==> src/rtl/dma_chan_front_pkg.sv <==
package dma_chan_front_pkg;
  localparam int NCH = 4;
  localparam int CSW = 2;
  localparam logic [3:0] OFF_STAT = 4'h8;
  localparam logic [3:0] OFF_REQ  = 4'h9;
  localparam logic [3:0] OFF_MSK1 = 4'hA;
  localparam logic [3:0] OFF_MODE = 4'hB;
  localparam logic [3:0] OFF_PCLR = 4'hC;
  localparam logic [3:0] OFF_MCLR = 4'hD;
  localparam logic [3:0] OFF_UNMK = 4'hE;
  localparam logic [3:0] OFF_MALL = 4'hF;
  // position of the auto-init flag inside a stored mode field (write bit 4)
  localparam int MODE_AUTO_BIT = 2;
endpackage

==> src/rtl/dma_chan_front_bptr.sv <==
module dma_chan_front_bptr (
  input  logic clk,
  input  logic rst,
  input  logic clr,
  input  logic step,
  output logic hi
);
  always_ff @(posedge clk) begin
    if (rst || clr) hi <= 1'b0;
    else if (step)  hi <= ~hi;
  end


  ptr_clear_chk: assert property (@(posedge clk) disable iff (rst) clr |=> !hi);

  ptr_flip_chk: assert property (@(posedge clk) disable iff (rst) (step && !clr) |=> (hi != $past(hi)));
endmodule

==> src/rtl/dma_chan_front_chan.sv <==
module dma_chan_front_chan #(
  parameter int BW = 8
) (
  input  logic            clk,
  input  logic            rst,
  input  logic            wr_addr,
  input  logic            wr_cnt,
  input  logic            hi,
  input  logic [BW-1:0]   wdata,
  input  logic            step,
  input  logic            autoinit,
  output logic [2*BW-1:0] cur_addr,
  output logic [2*BW-1:0] cur_cnt,
  output logic            tc_evt
);
  localparam int AW = 2 * BW;

  logic [AW-1:0] base_addr, base_cnt;
  logic step_ok, wrap, reload;

  assign step_ok = step && !wr_addr && !wr_cnt;
  assign wrap    = step_ok && (cur_cnt == '0);
  assign reload  = wrap && autoinit;
  assign tc_evt  = wrap;

  always_ff @(posedge clk) begin
    if (rst) begin
      base_addr <= '0;
      cur_addr  <= '0;
    end else if (wr_addr) begin
      if (hi) begin
        base_addr[AW-1:BW] <= wdata;
        cur_addr[AW-1:BW]  <= wdata;
      end else begin
        base_addr[BW-1:0] <= wdata;
        cur_addr[BW-1:0]  <= wdata;
      end
    end else if (step_ok) begin
      cur_addr <= reload ? base_addr : cur_addr + 1'b1;
    end
  end

  always_ff @(posedge clk) begin
    if (rst) begin
      base_cnt <= '0;
      cur_cnt  <= '0;
    end else if (wr_cnt) begin
      if (hi) begin
        base_cnt[AW-1:BW] <= wdata;
        cur_cnt[AW-1:BW]  <= wdata;
      end else begin
        base_cnt[BW-1:0] <= wdata;
        cur_cnt[BW-1:0]  <= wdata;
      end
    end else if (step_ok) begin
      cur_cnt <= reload ? base_cnt : cur_cnt - 1'b1;
    end
  end


  step_dec_chk: assert property (@(posedge clk) disable iff (rst)
    (step_ok && cur_cnt != '0) |=> (cur_cnt == $past(cur_cnt) - 1'b1) && (cur_addr == $past(cur_addr) + 1'b1));

  wrap_ffff_chk: assert property (@(posedge clk) disable iff (rst)
    (wrap && !autoinit) |=> (cur_cnt == '1));

  autoinit_reload_chk: assert property (@(posedge clk) disable iff (rst)
    reload |=> (cur_cnt == $past(base_cnt)) && (cur_addr == $past(base_addr)));
endmodule

==> src/rtl/dma_chan_front_ctrl.sv <==
module dma_chan_front_ctrl
  import dma_chan_front_pkg::*;
#(
  parameter int BW = 8
) (
  input  logic                  clk,
  input  logic                  rst,
  input  logic                  wr_en,
  input  logic [3:0]            off,
  input  logic [BW-1:0]         wdata,
  input  logic                  stat_rd,
  input  logic [NCH-1:0]        tc_evt,
  output logic [NCH-1:0]        mask,
  output logic [NCH*(BW-2)-1:0] mode_flat,
  output logic [BW-1:0]         cmd,
  output logic [NCH-1:0]        req,
  output logic [NCH-1:0]        tc
);
  localparam int MW = BW - 2;

  logic [MW-1:0]  mode_q [NCH];
  logic [CSW-1:0] sel;
  logic           mclr;

  assign sel  = wdata[CSW-1:0];
  assign mclr = wr_en && (off == OFF_MCLR);

  always_ff @(posedge clk) begin
    if (rst || mclr)                        mask <= '1;
    else if (wr_en && off == OFF_MSK1)      mask[sel] <= wdata[2];
    else if (wr_en && off == OFF_UNMK)      mask <= '0;
    else if (wr_en && off == OFF_MALL)      mask <= wdata[NCH-1:0];
  end

  always_ff @(posedge clk) begin
    if (rst || mclr)                        req <= '0;
    else if (wr_en && off == OFF_REQ)       req[sel] <= wdata[2];
  end

  always_ff @(posedge clk) begin
    if (rst || mclr)                        cmd <= '0;
    else if (wr_en && off == OFF_STAT)      cmd <= wdata;
  end

  always_ff @(posedge clk) begin
    if (rst || mclr) tc <= '0;
    else             tc <= (stat_rd ? '0 : tc) | tc_evt;
  end

  genvar g;
  generate
    for (g = 0; g < NCH; g++) begin : g_mode
      always_ff @(posedge clk) begin
        if (rst) mode_q[g] <= '0;
        else if (wr_en && off == OFF_MODE && sel == CSW'(g)) mode_q[g] <= wdata[BW-1:2];
      end
      assign mode_flat[g*MW +: MW] = mode_q[g];
    end
  endgenerate


  mask_single_chk: assert property (@(posedge clk) disable iff (rst)
    (wr_en && off == OFF_MSK1) |=> (mask[$past(sel)] == $past(wdata[2])));

  mclr_state_chk: assert property (@(posedge clk) disable iff (rst)
    mclr |=> (mask == '1) && (tc == '0) && (req == '0) && (cmd == '0));

  stat_clear_chk: assert property (@(posedge clk) disable iff (rst)
    (stat_rd && !mclr) |=> (tc == $past(tc_evt)));

  unmask_all_chk: assert property (@(posedge clk) disable iff (rst)
    (wr_en && off == OFF_UNMK) |=> (mask == '0));
endmodule

==> src/rtl/dma_chan_front.sv <==
module dma_chan_front
  import dma_chan_front_pkg::*;
#(
  parameter int BW = 8
) (
  input  logic                  clk,
  input  logic                  rst,
  input  logic                  bus_wr,
  input  logic                  bus_rd,
  input  logic [3:0]            bus_off,
  input  logic [BW-1:0]         bus_wdata,
  output logic [BW-1:0]         bus_rdata,
  input  logic [NCH-1:0]        xfer_step,
  output logic [NCH-1:0]        mask_o,
  output logic [NCH*(BW-2)-1:0] mode_o,
  output logic [BW-1:0]         cmd_o
);
  localparam int AW = 2 * BW;
  localparam int MW = BW - 2;

  logic           in_ch, is_cnt, ptr_hi, ptr_clr, ptr_step, stat_rd;
  logic [CSW-1:0] ch_sel;
  logic [AW-1:0]  cur_addr [NCH];
  logic [AW-1:0]  cur_cnt  [NCH];
  logic [NCH-1:0] tc_evt, req, tc;
  logic [AW-1:0]  ch_val;
  logic [BW-1:0]  rd_mux;

  assign in_ch    = !bus_off[3];
  assign is_cnt   = bus_off[0];
  assign ch_sel   = bus_off[2:1];
  assign ptr_step = (bus_wr || bus_rd) && in_ch;
  assign ptr_clr  = bus_wr && (bus_off == OFF_PCLR || bus_off == OFF_MCLR);
  assign stat_rd  = bus_rd && (bus_off == OFF_STAT);

  dma_chan_front_bptr u_bptr (
    .clk  (clk),
    .rst  (rst),
    .clr  (ptr_clr),
    .step (ptr_step),
    .hi   (ptr_hi)
  );

  dma_chan_front_ctrl #(.BW(BW)) u_ctrl (
    .clk       (clk),
    .rst       (rst),
    .wr_en     (bus_wr),
    .off       (bus_off),
    .wdata     (bus_wdata),
    .stat_rd   (stat_rd),
    .tc_evt    (tc_evt),
    .mask      (mask_o),
    .mode_flat (mode_o),
    .cmd       (cmd_o),
    .req       (req),
    .tc        (tc)
  );

  genvar g;
  generate
    for (g = 0; g < NCH; g++) begin : g_chan
      logic sel_me;
      assign sel_me = bus_wr && in_ch && (ch_sel == CSW'(g));
      dma_chan_front_chan #(.BW(BW)) u_chan (
        .clk      (clk),
        .rst      (rst),
        .wr_addr  (sel_me && !is_cnt),
        .wr_cnt   (sel_me && is_cnt),
        .hi       (ptr_hi),
        .wdata    (bus_wdata),
        .step     (xfer_step[g]),
        .autoinit (mode_o[g*MW + MODE_AUTO_BIT]),
        .cur_addr (cur_addr[g]),
        .cur_cnt  (cur_cnt[g]),
        .tc_evt   (tc_evt[g])
      );
    end
  endgenerate

  always_comb begin
    ch_val = is_cnt ? cur_cnt[ch_sel] : cur_addr[ch_sel];
    rd_mux = '0;
    if (in_ch)                      rd_mux = ptr_hi ? ch_val[AW-1:BW] : ch_val[BW-1:0];
    else if (bus_off == OFF_STAT)   rd_mux = {req, tc};
  end

  always_ff @(posedge clk) begin
    if (rst)         bus_rdata <= '0;
    else if (bus_rd) bus_rdata <= rd_mux;
  end


  temp_zero_chk: assert property (@(posedge clk) disable iff (rst)
    (bus_rd && bus_off == OFF_MCLR) |=> (bus_rdata == '0));
endmodule

==> config.mk <==
export PLATFORM = sky130hd
export DESIGN_NAME = dma_chan_front
export DESIGN_NICKNAME = d
export VERILOG_FILES = /design/src/rtl/dma_chan_front_pkg.sv /design/src/rtl/dma_chan_front_bptr.sv /design/src/rtl/dma_chan_front_chan.sv /design/src/rtl/dma_chan_front_ctrl.sv /design/src/rtl/dma_chan_front.sv
export SDC_FILE = /design/constraint.sdc
export NUM_CORES = 1
export LEC_CHECK = 0
export CORE_MARGIN = 2
export CORE_UTILIZATION = 45
export CTS_BUF_LIST = sky130_fd_sc_hd__clkbuf_4
export CTS_CLUSTER_DIAMETER = 80
export DETAILED_ROUTE_END_ITERATION = 10
export PLACE_DENSITY = 0.61
export RECOVER_POWER = 50
export SYNTH_ARGS = -nofsm -noshare
export SYNTH_HDL_FRONTEND = slang
export SYNTH_HIERARCHICAL = 1
export SYNTH_SLANG_ARGS = --single-unit
export TNS_END_PERCENT = 10
==> constraint.sdc <==
create_clock -name clk -period 8.11 [get_ports clk]
set_input_delay 1.622 -clock clk [delete_from_list [all_inputs] [get_ports clk]]
set_output_delay 1.622 -clock clk [all_outputs]
set_load 0.005 [all_outputs]
==> results.toml <==
[clock_tree]
clock_tree.htree_level_count = 3
cts.clk_slew.worst_paths_ps = 60
clock_insertion_delay_worst_skew_ps = 810
cts_made_buffers = 87
number_of_clock_sinks_seen_by_cts = 309
cts-resized-gates = 0
cts.path.max_buffers = 3
cts.repair_timing.setup_buffer_count = 0
cts_tree = "done"
clockRootBuffer = "sky130_fd_sc_hd__clkbuf_4"
post_cts_hold_buffer_count = 0

[critical_path]
kind_of_capture_point_of_the_worst_setup_path = "register"
crit_family = "buffers and inverters"
critPathArrivalTime_ps = 5600
worst-setup-path-type = "input port to register"
critPathMaxFanout = 59
timing.critical_path.cells = "clkbuf_1 > clkbuf_1 > and3b_1 > and3_1 > a31o_1"
path_common_cell = "sky130_fd_sc_hd__clkbuf_1"
critPathMaxStageDelay_ps = 2540
worst-endpoint-required_ps = 8630
crit_path_top_delay_cell = "sky130_fd_sc_hd__clkbuf_1"
critical_path.startpoint_type = "input port"
cp.buffers_inverters = 2

[sta]
setup_viol = 0
timing_worst_slew_pin_value_ps = 3560
period_share_pct = 62.6
relSlewSlack_pct = -137
rsz0062_at_grt = "false"
worst_hold_slack_ps = 453
finalSetupTns_ps = 0
maxClockFrequency_ghz = 0.197
timing.clock.skew_ps = 42.6
setup_slack_ps = 3030
report.final.slew_viol_count = 60
final-hold-violation-count = 0
period_needed_ps = 5080

[routing]
detail_route.wl_per_cell_um = 21.8
drc = 0
detailedRoute.firstPassIterationCount = 7
detail_route.wirelength_mm = 60.2
vias_per_cell = 6.12
initialDrtViolationCount = 1711
final_antenna_net_count = 0
num_vias = 16900

[grt]
first_global_vias = 16100
grt_pass1_wl_mm = 93.6
overflow = 0
grt_antenna_before_repair = 1
grt_max_degree = 95
grt.total_usage_pct = 29.2

[pwr]
ir_worst_vdd_mv = 0.120
proportion_of_power_drawn_by_flip_flops_and_latches_pct = 43.8
power_switching_share_pct = 31.7
pwr_density_cell_mw_per_mm2 = 207
total_leakage_power_nw = 6.91
power_frac_clock_pct = 38.6
comb_power_share_pct = 17.7
p_switching_mw = 1.27
cellInternalPower_mw = 2.74

[synthesis]
async_reset_ff_share_pct = 0
yosys_warnings = 6
ys_seq_area_share_pct = 36.9
count_of_flip_flops_with_a_built_in_enable_after_synthesis = 24
synth.avg_cell_area_um2 = 8.17
post_synth_instance_area_mm2 = 0.0174
synth_seq_cells = 309
postSynth.topFlopCell = "sky130_fd_sc_hd__dfxtp_1"
number_of_instances_in_the_synthesized_netlist = 2134
yosysUniqueCellTypes = 81
syn-num-nets = 2166

[layout]
layout.core_utilization_pct = 50.4
fraction_of_final_layout_cells_with_drive_strength_greater_than_1_pct = 11.5
layout_area_growth_over_synthesis_pct = 11.3
finalNetCount = 2202

[run_status]
violations = "capacitance limit, slew limit"
run_status = "complete, but fails checks"

[job]
max_cap_violations = 1

[min_path]
min_path_type = "register to register"

[placement]
place_ws_ps = 2710
routabilityCongestion = 0.914
hpwl_mm = 38.4
io_buffers = 63

[die]
floorplan.initialDensity_pct = 45.3
fp.dieW_um = 201
chipHeight_um = 201
ioPinCount = 64
die_area_mm2 = 0.0403
core-area_mm2 = 0.0385
num_rows = 72
==> cells in the mapped netlist, types with 16 or more instances <==
master	instances	area, um2
sky130_fd_sc_hd__nand2_1	341	1280
sky130_fd_sc_hd__dfxtp_1	285	5710
sky130_fd_sc_hd__a21oi_1	208	1040
sky130_fd_sc_hd__nor2_1	145	544
sky130_fd_sc_hd__o21ai_0	114	571
sky130_fd_sc_hd__clkbuf_1	104	390
sky130_fd_sc_hd__nor3_1	66	330
sky130_fd_sc_hd__nand3_1	65	325
sky130_fd_sc_hd__mux2i_1	64	641
sky130_fd_sc_hd__xnor2_1	59	517
sky130_fd_sc_hd__inv_1	37	139
sky130_fd_sc_hd__and2_1	36	225
sky130_fd_sc_hd__o22ai_1	35	219
sky130_fd_sc_hd__a211oi_1	31	233
sky130_fd_sc_hd__xor2_1	26	228
sky130_fd_sc_hd__edfxtp_1	24	721
sky130_fd_sc_hd__a2111oi_0	22	193
sky130_fd_sc_hd__a21boi_0	22	165
sky130_fd_sc_hd__nand2b_1	22	138
sky130_fd_sc_hd__nor4_1	22	138
sky130_fd_sc_hd__o211ai_1	22	165
sky130_fd_sc_hd__nand4_1	21	131
sky130_fd_sc_hd__nor2b_1	20	125
sky130_fd_sc_hd__o31ai_1	20	150
sky130_fd_sc_hd__a211o_1	19	166
sky130_fd_sc_hd__mux4_2	19	428
sky130_fd_sc_hd__a21o_1	16	120
==> cell families (layout without fill, tap and decap cells) <==
logic type	Yosys count	count (layout)	share of synthesized area, %
compound gates	614	614	22.7
fa+ha+maj	12	12	0.862
simple gates	836	836	23.7
xor+xnor	85	85	4.27
flops	309	309	36.9
mux	96	96	6.97
other cells	0	2	0
buf+inv	182	288	4.67
==> layout make-up <==
cell class                      instances  area (um2)
Fill cell                            3782       19100
Multi-Input combinational cell       1643       10200
Sequential cell                       309        6430
Clock buffer                          134        1010
Timing Repair Buffer                   92         788
Tap cell                              518         648
Clock inverter                         25         178
Inverter                               37         139
Antenna cell                            2        5.00
==> per-stage QoR <==
step           std cells  area [um2]  power [mW]
5_1_grt             2759       19400        4.20
2_1_floorplan       2134       17400        2.23
4_1_cts             2758       19400        4.03
6_report            2760       19400        4.01
3_3_place_gp        2599       18200        2.47
3_5_place_dp        2599       18200        2.48
==> layer usage <==
| layer | vias up | routed length (um) | track usage, % |
|---|---|---|---|
| li1 | 7925 | - | - |
| met1 | 8046 | 26300 | 39.0 |
| met2 | 782 | 27400 | 46.4 |
| met3 | 144 | 4510 | 5.11 |
| met4 | 0 | 2040 | 13.1 |
| met5 | - | 0 | 0 |
==> power by group through the flow <==
| stage | clock (mW) | combinational (mW) | sequential, mW |
|---|---|---|---|
| 5_1_grt | 1.67 | 0.771 | 1.76 |
| 3_3_place_gp | 0 | 0.681 | 1.78 |
| 3_5_place_dp | 0 | 0.693 | 1.78 |
| 4_1_cts | 1.58 | 0.696 | 1.75 |
| 6_report | 1.55 | 0.709 | 1.76 |
| 2_1_floorplan | 0 | 0.510 | 1.72 |
==> registers in the layout (all words and copies together) (netlist names) <==
name and cells:
bus_rdata 8, g_chan.u_chan/base_addr 64, g_chan.u_chan/base_cnt 64, g_chan.u_chan/cur_addr 64, g_chan.u_chan/cur_cnt 64, u_bptr/hi 1
u_ctrl/cmd 8, u_ctrl/mask 4, u_ctrl/mode_q 24, u_ctrl/req 4, u_ctrl/tc 4
==> cell usage in the layout, fill, tap and decap left out, types with 37 or more instances in the layout <==
cell and n:
sky130_fd_sc_hd__nand2_1 341, sky130_fd_sc_hd__dfxtp_1 285, sky130_fd_sc_hd__a21oi_1 208, sky130_fd_sc_hd__nor2_1 145, sky130_fd_sc_hd__clkbuf_4 134, sky130_fd_sc_hd__o21ai_0 114, sky130_fd_sc_hd__nor3_1 66, sky130_fd_sc_hd__nand3_1 65
sky130_fd_sc_hd__mux2i_1 64, sky130_fd_sc_hd__xnor2_1 59, sky130_fd_sc_hd__dlygate4sd3_1 45, sky130_fd_sc_hd__inv_1 37
==> worst register-to-register path: cells and delay by family (launching register included) <==
family	cells	cell delay (ps)
and+or+nand+nor	2	1500
DFF	1	440
AOI/OAI and AO/OA	3	930
==> worst paths after layout <==
check	start	end	slack [ps]	depth (start not counted)
max	bus_off[2]	u_ctrl/mode_q[1][9]$_SDFFCE_PN0P_	3030	5
min	g_chan[1].u_chan/base_cnt[9]$_SDFFE_PP0P_	g_chan[1].u_chan/base_cnt[9]$_SDFFE_PP0P_	450	2
max reg2reg	g_chan[2].u_chan/cur_cnt[2]$_SDFFE_PP0P_	g_chan[2].u_chan/cur_cnt[5]$_SDFFE_PP0P_	5110	5
min reg2reg	g_chan[1].u_chan/base_cnt[9]$_SDFFE_PP0P_	g_chan[1].u_chan/base_cnt[9]$_SDFFE_PP0P_	450	2
(Power assumes the default switching activity.)
